`src/rtl/param_loader.sv`:
```
module param_loader #(
  parameter int DATA_W = 32,
  parameter int DEPTH  = 64
) (
  input  logic              clk,
  input  logic              rst,
  input  logic              hst_we,
  input  logic [1:0]        hst_addr,
  input  logic [DATA_W-1:0] hst_wdata,
  output logic [DATA_W-1:0] hst_rdata,
  input  logic [$clog2(DEPTH)-1:0] rd_addr,
  output logic [DATA_W-1:0] rd_data
);
  localparam int IDX_W = $clog2(DEPTH);
  localparam logic [1:0] A_VAL = 2'd0, A_IDX = 2'd1, A_FLG = 2'd2;

  logic [DATA_W-1:0] val_q;
  logic [IDX_W-1:0]  idx_q;
  logic              flag_q;
  logic [DATA_W-1:0] mem [DEPTH];

  wire host_set = hst_we && hst_addr == A_FLG && hst_wdata[0];

  always_ff @(posedge clk) begin
    if (rst) begin
      val_q  <= '0;
      idx_q  <= '0;
      flag_q <= 1'b0;
    end else begin
      if (hst_we && hst_addr == A_VAL) val_q <= hst_wdata;
      if (hst_we && hst_addr == A_IDX) idx_q <= hst_wdata[IDX_W-1:0];
      if (flag_q)        flag_q <= 1'b0;
      else if (host_set) flag_q <= 1'b1;
    end
  end

  always_ff @(posedge clk) begin
    if (flag_q) mem[idx_q] <= val_q;
    rd_data <= mem[rd_addr];
  end

  always_comb begin
    case (hst_addr)
      A_VAL:   hst_rdata = val_q;
      A_IDX:   hst_rdata = DATA_W'(idx_q);
      A_FLG:   hst_rdata = DATA_W'(flag_q);
      default: hst_rdata = '0;
    endcase
  end


  flag_rise_chk: assert property (@(posedge clk) disable iff (rst)
    $rose(flag_q) |-> $past(hst_we && hst_addr == A_FLG && hst_wdata[0]));

  flag_pulse_chk: assert property (@(posedge clk) disable iff (rst)
    flag_q |=> !flag_q);

  flag_idle_chk: assert property (@(posedge clk) disable iff (rst)
    (!flag_q && !host_set) |=> !flag_q);

  write_lands_chk: assert property (@(posedge clk) disable iff (rst)
    flag_q |=> mem[$past(idx_q)] == $past(val_q));
endmodule

```
`config.mk`:
```
export PLATFORM = sky130hd
export DESIGN_NAME = param_loader
export DESIGN_NICKNAME = d
export VERILOG_FILES = /design/src/rtl/param_loader.sv
export SDC_FILE = /design/constraint.sdc
export NUM_CORES = 2
export LEC_CHECK = 0
export BUFFER_PORTS_ARGS = -buffer_cell sky130_fd_sc_hd__buf_2
export CAP_MARGIN = 30
export CORE_MARGIN = 4
export CORE_UTILIZATION = 42
export DETAILED_ROUTE_END_ITERATION = 7
export GPL_TIMING_DRIVEN = 0
export PLACE_DENSITY = 0.69
export SLEW_MARGIN = 40
export SYNTH_ARGS = -nofsm -noshare
export SYNTH_HDL_FRONTEND = slang
export SYNTH_SLANG_ARGS = --single-unit
```
`constraint.sdc`:
```
create_clock -name clk -period 4 [get_ports clk]
set_clock_uncertainty 0.1 [all_clocks]
set_input_delay 0.2 -clock clk [delete_from_list [all_inputs] [get_ports clk]]
set_output_delay 0.2 -clock clk [all_outputs]
set_load 0.01 [all_outputs]
```
# Word-level counts from Yosys, hierarchy flattened
# Memory sizes are Yosys's and may differ from the RTL's. A register that Yosys moved wholly into a read port is not among the register bits.
# Index checks and enable logic that the tools add are counted.
[totals]
regBits = 39
ram_bits = 2048
input_bits = 43
out_inout_bits = 64
wordCells = 16
n_memories = 1
[op_classes]
n_eq_ne = 2
muxes = 4
reduce_logical = 6
[memory_table]
columns = ["memory", "words", "width", "read_ports", "rd_ports_with_merged_regs", "wr", "line_no", "source"]
rows = [
  ["mem", 64, 32, 1, 1, 1, "20", "logic [DATA_W-1:0] mem [DEPTH];"],
]
[op_table]
columns = ["operator", "count"]
rows = [
  ["$pmux 32 s3", 1],
  ["$logic_and 1x1->1", 4],
  ["$mux 1", 3],
  ["$eq 2x1->1 const B", 1],
  ["$eq 2x2->1 const B", 1],
  ["$logic_not 2->1", 1],
  ["$reduce_or 2->1", 1],
]

# Longest topological paths before layout
[depth]
depth_word = 4
ltp_mapped = 10
ltp_nobuf = 5

# Worst setup path after synthesis
# OpenSTA, ideal clock, no wires.
[synth_timing]
path_type = "register to register"
startpoint = "register idx_q[4]"
endpoint = "memory mem[48][0] (enable)"
setup_ps = 461
arrival_ps = 3135
slack_ps = 304
stages_incl_launch_ff = 5
n_path_buf = 1
period_less_slack_ps = 3696
path_cell_list = "dfxtp_1 > clkbuf_1 > nor2b_1 > nand4b_1 > nor3_1"
[synth_lines]
columns = ["item", "line_no", "source"]
rows = [
  ["from (decl)", "18", "logic [IDX_W-1:0] idx_q;"],
  ["from (signal assigned)", "31", "if (hst_we && hst_addr == A_IDX) idx_q <= hst_wdata[IDX_W-1:0];"],
  ["to (decl)", "20", ""],
]
# No word-level cell before the write port.

# Final worst setup path
[layout_timing]
startpoint = "register idx_q[4]"
endpoint = "memory mem[48][9] (enable)"
# No word-level cell before the write port.

==> qor.yml <==
sta:
  finalSetupViolations: 0
  tightest_slew_ns: 0.935
  rsz0062_at_grt: "false"
  slew_viol_final: 0
  min_period_over_period: 0.957
  min_period_ns: 3.83
  hold_viol: 0
  whs_ns: 0.0870
  slew_headroom: 0.371
  max_freq_mhz: 261
clock_network:
  clock_latency_ns: 0.85
  cts.clk_slew.worst_paths_ns: 0.07
  cts.sinks: 2119
  cts_buffers: 198
  ctsResizeCount: 0
  cts_buffer_depth: 3
  htree_levels: 4
  root_buffer: "clkbuf_16"
  cts_tree: "built"
cells_and_area:
  area_growth_pct: 19.5
  nets: 4205
  final_cells: 6842
  drive_gt1_frac: 0.316
setup_path:
  crit_path_start_kind: "register"
  arrival_ns: 4.26
  path_max_fanout: 9
  required_ns: 4.43
  critical_path_class: "reg2reg"
  crit_path_end_kind: "register"
detailed_routing:
  viasPerCell: 6.18
  m1WireLength_mm: 79.1
  vias: 42300
  met3WireLength_mm: 29.2
  ant_nets: 0
  wl_per_cell_um: 33.8
  route.top_layer_used: "met5"
  route.detailed.drc: 0
  first_pass_iters: 6
  dr.first_iter.drc_count: 7005
  route.met2.wl_mm: 109
  wirelength_mm: 232
placed_design:
  place_congestion: 0.862
  numPortBuffers: 102
  post-place-cells: 6390
  dpl.hpwl_mm: 154
grt:
  grt_max_degree: 65
  grt_pass1_wl_mm: 326
  grt_usage: 0.234
  first_global_vias: 42100
  antenna_found_initial: 15
  gr-total-overflow: 0
synthesis:
  ys_warn_count: 0
  syn-cell-area_sq_um: 80200
  yosys.area.top_type: "edfxtp_1"
  syn_inst: 3587
  synth_top_cell_area_share: 0.767
  synth_area_per_cell_sq_um: 22.3
  ys_seq_area_frac: 0.785
  ys_ff_latch: 2119
  synth.top_cells.by_area: "edfxtp_1, mux4_2, dfxtp_1"
  syn_nets: 3630
  synth_cell_types: 40
floorplanning:
  die_w_um: 445
  initial_utilization: 0.422
  core_area_sq_um: 190000
  die_area_sq_um: 198000
  fp-row-count: 160
  dieHeight_um: 445
  io_pins: 107
pwr:
  powerDensity_nw_per_um2: 473
  p_leak_nw: 33.7
  irDropWorstVdd_mv: 0.516
min_path:
  hold_class: "in2reg"
flow_run:
  maxCapViolations: 0
run_status:
  outcome: "completed"
-- state kept, by name, indices dropped and copies added (netlist names) --
register	cells
idx_q	6
mem	2048
val_q	32
rd_data	32
flag_q	1
-- timing repair --
action	in CTS	in global routing
buffers inserted	0	0
endpoints found under the hold margin	39	0
setup endpoints to repair	0	0
hold buffers	80	0
-- cells in the mapped netlist --
cell type,count
dfxtp_1,71
or3b_2,3
o21ai_0,19
clkbuf_2,1
buf_2,61
o311ai_0,2
nand4b_1,1
o211ai_1,10
nor3b_1,3
buf_6,16
a211oi_1,2
nor4b_1,1
nor4_1,24
mux2i_1,85
and2_1,30
a21oi_1,63
or2_2,2
edfxtp_1,2048
mux2_2,13
nor3_1,21
o22ai_1,132
mux4_2,513
buf_4,55
clkbuf_1,66
nor2_1,123
a221o_1,5
o221ai_1,14
a22oi_1,5
nor2b_1,9
buf_1,4
or3_1,2
nand3_1,22
and3_1,1
a41o_1,3
nand4_1,4
a211o_1,4
nand2b_1,18
nand2_1,110
o22a_1,14
nand3b_1,7
-- cells in the final DEF, fill, tap and decap left out, types with 80 or more instances in the layout --
master         instances
nand2_1              110
o22ai_1              132
clkbuf_1              91
dlygate4sd3_1         80
buf_16                90
mux2i_1               85
buf_2                171
clkbuf_16            204
mux4_2               513
edfxtp_1            2048
-- cell type report --
cell class	instances	area [sq um]
multi-input cells	1265	16700
well taps	2511	3140
repair buffers	375	5270
diodes	3	7.51
clock inverters	126	1170
fillers	14300	94200
plain buffers	203	1180
flip-flops and latches	2119	63000
clock buffers	240	5250
-- layer usage --
metal | track usage | up-vias
met5 | 0 | -
met4 | 0.115 | 16
met3 | 0.0650 | 599
met2 | 0.368 | 3238
met1 | 0.301 | 22100
li1 | - | 16300
-- path summary, 6_finish.rpt --
| path | from | end | slack (ns) | cells after the start |
|---|---|---|---|---|
| max | idx_q[4] | mem[48][9] | 0.17 | 9 |
| min | hst_wdata[28] | val_q[28] | 0.09 | 4 |
| min reg2reg | val_q[7] | mem[21][7] | 0.43 | 0 |
| max reg2reg | idx_q[4] | mem[48][9] | 0.17 | 9 |
-- worst max-delay path, stage by stage, from the launching register on --
cell	delay [ns]
dfxtp_1	0.31
clkbuf_1	0.39
nor2b_1	0.36
nand4b_1	0.47
nor3_2	0.68
buf_4	0.31
buf_2	0.26
buf_2	0.27
buf_4	0.20
buf_4	0.16
-- kinds of logic after synthesis --
group | count (synthesis) | synth area share
AOI/OAI and AO/OA | 273 | 0.0217
DFF | 2119 | 0.785
muxes | 611 | 0.157
and+or+nand+nor | 381 | 0.0221
buffers and inverters | 203 | 0.0145
-- power by group --
| part | total (mW) | internal [mW] | leakage, nW | switching [mW] |
|---|---|---|---|---|
| Clock | 18.8 | 10.7 | 3.13 | 8.11 |
| Sequential | 24.3 | 24.2 | 22.3 | 0.115 |
| Combinational | 2.17 | 0.780 | 8.34 | 1.39 |
-- stage by stage --
step / util / power, mW / cell area [sq um] / setup WS, ns / setup TNS [ns]
2_1_floorplan: - / 25.9 / 80200 / 0.304 / 0
3_3_place_gp: 0.441 / 26.8 / 83800 / -3.23 / -1779.23
3_5_place_dp: 0.466 / 26.9 / 88500 / 0.166 / 0
4_1_cts: 0.504 / 45.4 / 95700 / 0.328 / 0
5_1_grt: 0.504 / 46.4 / 95800 / 0.139 / 0
6_report: 0.504 / 45.3 / 95800 / 0.171 / 0
Note: power is estimated with default switching activity, not from simulation.
